[src/rtl/gr_len_decoder.sv]
module gr_len_decoder #(
  parameter int REM_W  = 7,
  parameter int CODE_W = 12,
  parameter int LEN_W  = 4
) (
  input  logic              clk,
  input  logic              rst_n,
  input  logic              in_valid,
  output logic              in_ready,
  input  logic [CODE_W-1:0] in_code,
  input  logic [LEN_W-1:0]  in_len,
  output logic              out_valid,
  input  logic              out_ready,
  output logic [REM_W+2:0]  out_sample,
  output logic              out_err
);
  localparam int Q_W = 3;

  logic [Q_W-1:0]   q;
  logic [REM_W-1:0] rem;
  logic             ok;

  always_comb begin
    q   = '0;
    rem = '0;
    ok  = 1'b0;
    case (in_len)
      4'd8: begin
        ok  = !in_code[11];
        rem = in_code[10:4];
      end
      4'd9: begin
        ok  = 1'b1;
        rem = in_code[9:3];
        case (in_code[11:10])
          2'b10:   q = 3'd1;
          2'b00:   q = 3'd5;
          2'b01:   q = 3'd6;
          default: q = 3'd7;
        endcase
      end
      4'd10: begin
        ok  = (in_code[11:9] == 3'b110);
        q   = 3'd2;
        rem = in_code[8:2];
      end
      4'd11: begin
        ok  = (in_code[11:8] == 4'b1110);
        q   = 3'd3;
        rem = in_code[7:1];
      end
      4'd12: begin
        ok  = (in_code[11:7] == 5'b11110);
        q   = 3'd4;
        rem = in_code[6:0];
      end
      default: ok = 1'b0;
    endcase
  end

  assign in_ready = !out_valid || out_ready;
  wire accept = in_valid && in_ready;

  always_ff @(posedge clk) begin
    if (!rst_n) begin
      out_valid  <= 1'b0;
      out_sample <= '0;
      out_err    <= 1'b0;
    end else if (accept) begin
      out_valid  <= 1'b1;
      out_err    <= !ok;
      out_sample <= ok ? {q, rem} : '0;
    end else if (out_ready) begin
      out_valid  <= 1'b0;
    end
  end

  p_accept_lands_r7: assert property (@(posedge clk) disable iff (!rst_n)
    in_valid && in_ready |=> out_valid);

  p_stall_hold_r8: assert property (@(posedge clk) disable iff (!rst_n)
    out_valid && !out_ready |=> out_valid && $stable(out_sample) && $stable(out_err));

  p_bad_len_r5: assert property (@(posedge clk) disable iff (!rst_n)
    in_valid && in_ready && (in_len < 4'd8 || in_len > 4'd12) |=> out_err && out_sample == '0);

  p_nine_never_err_r3: assert property (@(posedge clk) disable iff (!rst_n)
    in_valid && in_ready && in_len == 4'd9 |=> !out_err && out_sample[9:7] != 3'd0);

  p_eight_low_r2: assert property (@(posedge clk) disable iff (!rst_n)
    in_valid && in_ready && in_len == 4'd8 && !in_code[11] |=> !out_err && out_sample[9:7] == 3'd0);
endmodule

[config.mk]
export PLATFORM = sky130hd
export DESIGN_NAME = gr_len_decoder
export DESIGN_NICKNAME = d
export VERILOG_FILES = /design/src/rtl/gr_len_decoder.sv
export SDC_FILE = /design/constraint.sdc
export NUM_CORES = 1
export LEC_CHECK = 0
export BUFFER_PORTS_ARGS = -buffer_cell sky130_fd_sc_hd__buf_2
export CAP_MARGIN = 20
export CORE_UTILIZATION = 46
export DETAILED_ROUTE_END_ITERATION = 12
export MAX_ROUTING_LAYER = met4
export PLACE_DENSITY = 0.76
export SETUP_SLACK_MARGIN = 0.02
export SYNTH_ARGS = -nofsm -noshare
export SYNTH_HDL_FRONTEND = slang
export SYNTH_SLANG_ARGS = --single-unit
[constraint.sdc]
create_clock -name clk -period 1.4 [get_ports clk]
set_input_delay 0.07 -clock clk [delete_from_list [all_inputs] [get_ports clk]]
set_output_delay 0.07 -clock clk [all_outputs]
set_load 0.01 [all_outputs]
[After elaboration in Yosys (flattened, before gate mapping)]
Index checks and enable logic that the tools add are counted.
Storage, ports and cells
  output and inout port bits: 13
  input bits: 20
  word-level logic and storage cells: 27
  register bits after elaboration: 12
Cells by class
  muxes and demuxes: 7
  reductions and logical operators: 7
  equality and inequality tests: 10
Operators by type and width (number)
  case mux 7 bit (5 select lines): 1
  == test 4 bit, second input constant: 6
  case mux 3 bit (4 select lines): 1
  2-to-1 mux 10 bit: 1
  case mux 3 bit (3 select lines): 1
  == test 5 bit, second input constant: 1
  case mux 1 bit (5 select lines): 1
  == test 3 bit, second input constant: 1
  logical NOT 1 bit: 3
  == test 2 x 1 -> 1 bit, second input constant: 1
  == test 2 bit, second input constant: 1
  logical NOT 2 bit: 1
  2-to-1 mux 1 bit: 2
  nonzero test 2 bit: 1
  logical AND 1 bit: 1
  logical OR 1 bit: 1

[Logic depth before layout (Yosys ltp)]
Gate-level depths: netlist (run 1).
  word-level depth: 4
  depth in mapped cells: 6
  depth with buffers taken out: 4

[Worst setup path after synthesis (run 1)]
OpenSTA, ideal clock, no wires.
  path kind: input to register
  from: in in_len[2]
  to: reg out_sample[0]
  data arrival time: 1.128 ns
  buffers on the path: 2
  library setup time: 0.130 ns
  setup slack: 0.143 ns
  required time: 1.270 ns
  stages on the path: 6
  cell sequence: buf_2 > and4bb_4 > a221o_1 > a22oi_2 > buf_6 > o31ai_1
On the way
  longest elaborated chain between the ends: 3
  elaborated cells on any way between the ends: 8
  those cells by class: 5 x eq/ne; 3 x mux
RTL lines
  start, declared: line 11  | input logic [LEN_W-1:0] in_len,
  == test 4 bit: line 27  | case (in_len)
  case mux 7 bit (5 select lines) or case mux 1 bit (5 select lines) (tied branches): line 27
  2-to-1 mux 10 bit *: line 72  | out_sample <= ok ? {q, rem} : '0;
  end signal, assigned: line 72
  end, declared: line 14  | output logic [REM_W+2:0] out_sample,
Every way passes the cells marked *; elsewhere a longest branch is shown, timed or not.
A chain may end at the register's enable or synchronous reset.

[Final worst setup path (run 1)]
  from: reg out_valid
  to: reg out_sample[3]
On the way
  longest elaborated chain between the ends: 3
RTL lines
  start, declared: line 12  | output logic out_valid,
  start signal, assigned: line 66  | out_valid <= 1'b0;
  start signal, assigned: line 70  | out_valid <= 1'b1;
  start signal, assigned: line 74  | out_valid <= 1'b0;
  logical NOT 1 bit: line 61  | assign in_ready = !out_valid || out_ready;
  logical OR 1 bit: line 61
  logical AND 1 bit: line 62  | wire accept = in_valid && in_ready;
Every way passes these cells.

==> results of run 1 <==
-- registers in the layout, summed over array words and instances (netlist names) --
| signal | count |
|---|---|
| out_sample | 10 |
| out_err | 1 |
| out_valid | 1 |
-- worst paths after layout --
| check | slack [ns] | to | cells past startpoint | from |
|---|---|---|---|---|
| min | 0.06 | out_valid$_SDFFE_PN0P_ | 3 | in_valid |
| max | 0.17 | out_sample[3]$_SDFFE_PN0P_ | 3 | out_valid$_SDFFE_PN0P_ |
| max reg2reg | 0.17 | out_sample[3]$_SDFFE_PN0P_ | 3 | out_valid$_SDFFE_PN0P_ |
| min reg2reg | 0.45 | out_sample[8]$_SDFFE_PN0P_ | 2 | out_sample[8]$_SDFFE_PN0P_ |
-- per-layer routing --
| layer | vias up | track usage, % |
|---|---|---|
| li1 | 411 | - |
| met2 | 19 | 32.2 |
| met5 | - | - |
| met4 | 0 | 1.88 |
| met3 | 0 | 7.50 |
| met1 | 376 | 26.1 |
-- area by class of cell --
class                           count  area, sq um  share of cell area, %
Sequential cell                    12          240                   23.6
Tap cell                           16         20.0                   1.97
Clock buffer                        3         22.5                   2.21
Multi-Input combinational cell     66          497                   48.8
Timing Repair Buffer               40          220                   21.6
Inverter                            5         18.8                   1.84
-- power by group --
group / switching, W / internal, W
sequential: 0.00000325 / 0.000348
clock: 0.000105 / 0.0000995
combinational: 0.0000994 / 0.0000925
-- worst max-delay path, cell delays in order (launching register included) --
cell and delay [ns]:
sky130_fd_sc_hd__dfxtp_1 0.31, sky130_fd_sc_hd__nand2b_1 0.12, sky130_fd_sc_hd__nand3_1 0.33, sky130_fd_sc_hd__o31ai_1 0.37
-- per-stage QoR --
| stage | setup slack (ns) | area, sq um | total power, W |
|---|---|---|---|
| 2_1_floorplan | 0.143 | 803 | 0.000481 |
| 6_report | 0.169 | 1020 | 0.000748 |
| 5_1_grt | 0.0917 | 1020 | 0.000798 |
| 3_3_place_gp | 0.114 | 996 | 0.000545 |
| 4_1_cts | 0.210 | 1020 | 0.000755 |
| 3_5_place_dp | 0.106 | 996 | 0.000550 |
-- cells in the mapped netlist, drive strengths merged --
library cell / count
a211o: 1
a22o: 1
o31ai: 10
mux2i: 13
nand2b: 1
a221o: 1
o32a: 2
nand4bb: 1
buf: 5
a21boi: 2
mux2: 2
a21oi: 2
nor2b: 3
o311ai: 1
and4bb: 1
a22oi: 6
clkbuf: 3
inv: 5
and3b: 1
dfxtp: 12
a21o: 2
nand2: 15
nand3: 1
-- kinds of logic after synthesis --
kind of cell           count (synthesis)  synth area share (%)
flip-flops                            12                  29.9
multiplexers                          15                  19.0
AO/OA/AOI/OAI                         28                  27.6
AND/OR/NAND/NOR                       23                  15.3
buffers and inverters                 13                  8.26
==> out/results.ini, run 1 <==
[layout]
layout-drive-gt1-share_pct=37.3
layout.cells.most_common_list=sky130_fd_sc_hd__buf_2 (32), sky130_fd_sc_hd__nand2_1 (15), sky130_fd_sc_hd__mux2i_1 (13), sky130_fd_sc_hd__dfxtp_1 (12), sky130_fd_sc_hd__o31ai_1 (10)
synthToLayoutAreaGrowth_pct=26.8
num_antenna_cells=0
finish.utilization_pct=64.6
filler_cell_count=148
most_common_library_cell_in_the_layout_ignoring_fill_and_taps=sky130_fd_sc_hd__buf_2
final_nets=148
finish.cell_count_without_fillers=142

[drt]
drc_errors=2
routed-via-count=806
met2_wirelength_microns=858
detail-route-antenna-nets=0
route.final.wire_length_microns=1780
detail_route.iter0.violations=17
top_layer=met3
wl_met1_microns=845
wl_per_cell_microns=12.6
dr_wl_met3_microns=81
drt-pass1-iter-count=8
detail_route.vias_per_cell=5.68

[outcome]
failed_checks=DRC
outcome=complete, but fails checks

[placed_design]
hpwlAfterDp_microns=1410
dp.cells=139
routabilityCongestion=0.789
buffer_ports.inserted=32

[grt]
number_of_antenna_violations_at_the_first_check_in_global_routing=0
grt_start_max_net_pins=12
grt_pass1_wl_microns=2880
globalRoute.totalOverflow=0
globalRouteTotalUtil_pct=20.5
first_global_vias=684

[clocking]
numCtsBuffers=3
insertion_delay_ns=0.27
clkSinkCount=12
ctsLongestPathBuffers=2
cts_max_level=1
post-cts-setup-buffer-count=0
cts-hold-fix-buffers=0
clk_transition_reported_paths_ns=0.07
tritoncts=yes
postCtsResizedCells=0
ctsRootBufferMaster=sky130_fd_sc_hd__clkbuf_4

[timing]
clock.fmax_ghz=0.812
finalHoldViolCount=0
final.period_utilization_pct=87.9
fin_tns_setup_ns=0
period_needed_ns=1.23
worst_slew_pin_slew_ns=0.427
holdWs_ns=0.0580
timing.slew.headroom_pct=71.4
final_max_slew_viol_count=0
setup_repair_after_global_routing_missed_its_margin=no
clock-skew-final_ns=0.00419
finalSetupViolations=0

[synthesis]
ys_top_cells_by_area=sky130_fd_sc_hd__dfxtp_1 (30%), sky130_fd_sc_hd__mux2i_1 (16%), sky130_fd_sc_hd__o31ai_1 (9.3%), sky130_fd_sc_hd__nand2_1 (7.0%), sky130_fd_sc_hd__a22oi_1 (4.7%)
synthesis.area_per_instance_sq_um=8.83
number_of_register_bits_inferred_by_synthesis=12
ys_types=26
post_synthesis_cell_area_sq_um=803
synth_sequential_area_ratio_pct=29.9
synth_cells=91
ys.warnings.count=0
synthDominantCellAreaShare_pct=29.9
synth_top_area_cell=sky130_fd_sc_hd__dfxtp_1
syn_nets=111

[die]
design.portCount=33
initial_core_util_pct=51.0
fp.dieArea_sq_um=1920
core_area_sq_um=1580
fp-row-count=14
die_outline_width_microns=43.8
die_height_microns=43.8

[power]
p_per_area_nw_per_um2=734
power.ir.vdd_worst_v=0.000663
power.static_leakage_nw=0.503

[critical_path]
criticalPathCategory=flop to flop
critical_path_startpoint_category=flop
worstPathMaxFanout=11
setup.worst_path.end_class=flop
crit_arrival_ns=1.40
critical_path_rt_ns=1.57

[min_path]
holdCritPathClass=primary input to flop

[flow_run]
max_cap_violations=0

Power figures use the tool's default switching activity.
==> run 2, diff against run 1 <==
GPL_TIMING_DRIVEN = 0   (was default)
==> run 2 against run 1 <==
Compared with the run above:
- the run still ends with DRC left
- final cell count down 0.70%
- critical path type is now primary input to flop
- largest power group unchanged
- sequential share of layout area up 0.18 points
- via count down 2.2%
- critical path depth up 2
- total power up 8.5%
- critical endpoint is now out_sample[4]$_SDFFE_PN0P_
==> out/results.ini, run 2 (synthesis results as in run 1) <==
[layout]
largest_register_ff_count=10  ; unchanged
num_antenna_cells=0  ; unchanged
regMostFlops=out_sample
reg_top3=out_sample: 10 flops, out_err: 1 flops, out_valid: 1 flops
layout.cells.most_common_list=sky130_fd_sc_hd__buf_2 (32), sky130_fd_sc_hd__nand2_1 (15), sky130_fd_sc_hd__mux2i_1 (13), sky130_fd_sc_hd__dfxtp_1 (12), sky130_fd_sc_hd__o31ai_1 (10)
final_nets=146  ; -1.4%
filler_cell_count=148  ; unchanged
fin_area_sq_um=1010  ; -0.74%
finish.utilization_pct=64.1  ; -0.48 points
layout-drive-gt1-share_pct=34.4  ; -2.9 points
synthToLayoutAreaGrowth_pct=25.9
finish.cell_count_without_fillers=141  ; -0.70%
most_common_library_cell_in_the_layout_ignoring_fill_and_taps=sky130_fd_sc_hd__buf_2

[clocking]
ctsRootBufferMaster=sky130_fd_sc_hd__clkbuf_4
cts_max_level=1  ; unchanged
clkSinkCount=12  ; unchanged
numCtsBuffers=3  ; unchanged
tritoncts=yes
clk_transition_reported_paths_ns=0.07  ; about the same
ctsLongestPathBuffers=2  ; unchanged
post-cts-setup-buffer-count=0  ; unchanged
insertion_delay_ns=0.27  ; about the same

[timing]
holdWs_ns=0.0568  ; -0.00119 ns
timing.slew.headroom_pct=62.2  ; -9.3 points
final_max_slew_viol_count=0  ; unchanged
period_needed_ns=1.23  ; -0.00477 ns
setup_repair_after_global_routing_missed_its_margin=no
finalSetupViolations=0  ; unchanged
worst_slew_pin_slew_ns=0.567  ; +0.140 ns
clock-skew-final_ns=0.00157  ; -0.00262 ns
finalHoldViolCount=0  ; unchanged
clock.fmax_ghz=0.816  ; +0.39%
final.period_utilization_pct=87.6  ; -0.34 points

[power]
comb_power_share_pct=23.0  ; -2.7 points
switchingPower_w=0.000218  ; +5.1%
cellInternalPower_w=0.000593  ; +9.8%
pwr-share-clk_pct=33.6  ; +6.3 points
power.static_leakage_nw=0.491  ; -2.4%
p_per_area_nw_per_um2=802  ; +9.3%
sw_frac_of_total_pct=26.9  ; -0.87 points
power.sequential.fraction_pct=43.3  ; -3.7 points
power.ir.vdd_worst_v=0.000814  ; +23%
totalPowerFinal_w=0.000811  ; +8.5%

[critical_path]
reg2reg_setup_slack_ns=0.20  ; +0.03 ns
criticalPathCategory=primary input to flop
critical_path_startpoint_category=primary input
category_of_cells_accounting_for_the_largest_share_of_critical_path_delay=buffers and inverters
cell_type_of_the_slowest_stage_on_the_worst_timing_path=sky130_fd_sc_hd__buf_1
crit_arrival_ns=1.41  ; about the same
crit_chain=buf_2 -> buf_1 -> mux2_2 -> o32a_1 -> o31ai_1
setup.worst_path.end_class=flop
depth_of_the_worst_register_to_register_path=4  ; +1
critical_path_rt_ns=1.59  ; +0.02 ns
reg2reg_from=out_valid$_SDFFE_PN0P_
worstPathMaxFanout=10  ; -1
buffer_and_inverter_count_on_the_worst_path=2  ; +2
largest_stage_delay_worst_path_ns=0.45  ; +0.08 ns
worstReg2RegEnd=out_sample[0]$_SDFFE_PN0P_

[die]
die_outline_width_microns=43.8  ; unchanged
die_height_microns=43.8  ; unchanged
fp.dieArea_sq_um=1920  ; unchanged
fp-row-count=14  ; unchanged
initial_core_util_pct=51.0  ; unchanged
design.portCount=33  ; unchanged
core_area_sq_um=1580  ; unchanged

[grt]
number_of_antenna_violations_at_the_first_check_in_global_routing=0  ; unchanged
globalRoute.totalOverflow=0  ; unchanged
grt_pass1_wl_microns=2880  ; unchanged
globalRouteTotalUtil_pct=20.7  ; +0.14 points
first_global_vias=705  ; +3.1%
grt_start_max_net_pins=11  ; -1

[min_path]
hold_start=in_valid
worst_hold_path.num_cells=3  ; unchanged
holdCritPathClass=primary input to flop
whs_endpoint=out_valid$_SDFFE_PN0P_

[drt]
detail_route.vias_per_cell=5.59  ; -1.5%
detail-route-antenna-nets=0  ; unchanged
drt-pass1-iter-count=8  ; unchanged
wl_per_cell_microns=13.2  ; +4.9%
drc_errors=2  ; unchanged
detail_route.iter0.violations=18  ; +1
route.final.wire_length_microns=1860  ; +4.2%
routed-via-count=788  ; -2.2%

[placed_design]
dp.cells=137  ; -1.4%
place_area_sq_um=973  ; -2.3%
hpwlAfterDp_microns=1440  ; +1.9%
buffer_ports.inserted=30  ; -6.3%
routabilityCongestion=0.822  ; +4.1%

[flow_run]
max_cap_violations=0  ; unchanged

[outcome]
outcome=complete, but fails checks
failed_checks=DRC

==> run 2: cell count changes in the layout (fill, tap and decap cells not counted), sizes merged <==
cell	previous run	this run
buf	40	35
clkbuf	3	7
==> run 2: power by group through the flow <==
stage	Clock (W)	Sequential, W	Combinational [W]
2_1_floorplan	0	0.000363	0.000117
3_3_place_gp	0	0.000359	0.000180
3_5_place_dp	0	0.000360	0.000185
4_1_cts	0.000278	0.000352	0.000186
5_1_grt	0.000299	0.000353	0.000206
6_report	0.000273	0.000351	0.000187
==> run 2: tightest hold or removal path, cell delays in order <==
cell	delay, ns
sky130_fd_sc_hd__buf_2	0.11
sky130_fd_sc_hd__inv_1	0.04
sky130_fd_sc_hd__a21boi_0	0.06
==> run 2: cell type report <==
type / instances / area, sq um / area share (%)
multi-input cells: 66 / 497 / 49.1
flip-flops and latches: 12 / 240 / 23.8
repair buffers: 30 / 150 / 14.9
plain buffers: 8 / 48.8 / 4.83
clock buffers: 4 / 36.3 / 3.59
well taps: 16 / 20.0 / 1.98
inverters: 5 / 18.8 / 1.86
==> run 2: what timing repair did <==
item,in CTS,in global routing
setup endpoints to repair,0,10
resized for setup,0,2
hold buffers,0,0
==> run 2: routing by layer <==
layer | part of all wire [%] | GRT usage (%)
met1 | 46 | 24.9
met4 | 1.6 | 7.50
met5 | 0 | -
met3 | 5.4 | 6.25
met2 | 47 | 32.2
==> run 2: worst max path at each step <==
| stage | start | to | slack (ns) | depth (start not counted) |
|---|---|---|---|---|
| 2_1_floorplan | in_len[2] | out_sample[0]$_SDFFE_PN0P_ | 0.14 | 6 |
| 6_report | in_len[0] | out_sample[4]$_SDFFE_PN0P_ | 0.17 | 5 |
| 4_1_cts | out_valid$_SDFFE_PN0P_ | out_sample[0]$_SDFFE_PN0P_ | 0.08 | 5 |
| 5_1_grt | in_len[0] | out_sample[4]$_SDFFE_PN0P_ | 0.07 | 5 |
| 3_3_place_gp | in_len[0] | out_sample[3]$_SDFFE_PN0P_ | -0.04 | 5 |
| 3_5_place_dp | in_len[0] | out_sample[4]$_SDFFE_PN0P_ | -0.08 | 5 |
==> run 2: per-stage QoR <==
stage | setup slack [ns] | TNS [ns]
6_report | 0.174 | 0
4_1_cts | 0.0812 | 0
3_3_place_gp | -0.0443 | -0.0871
5_1_grt | 0.0682 | 0
3_5_place_dp | -0.0816 | -0.145
2_1_floorplan | 0.143 | 0
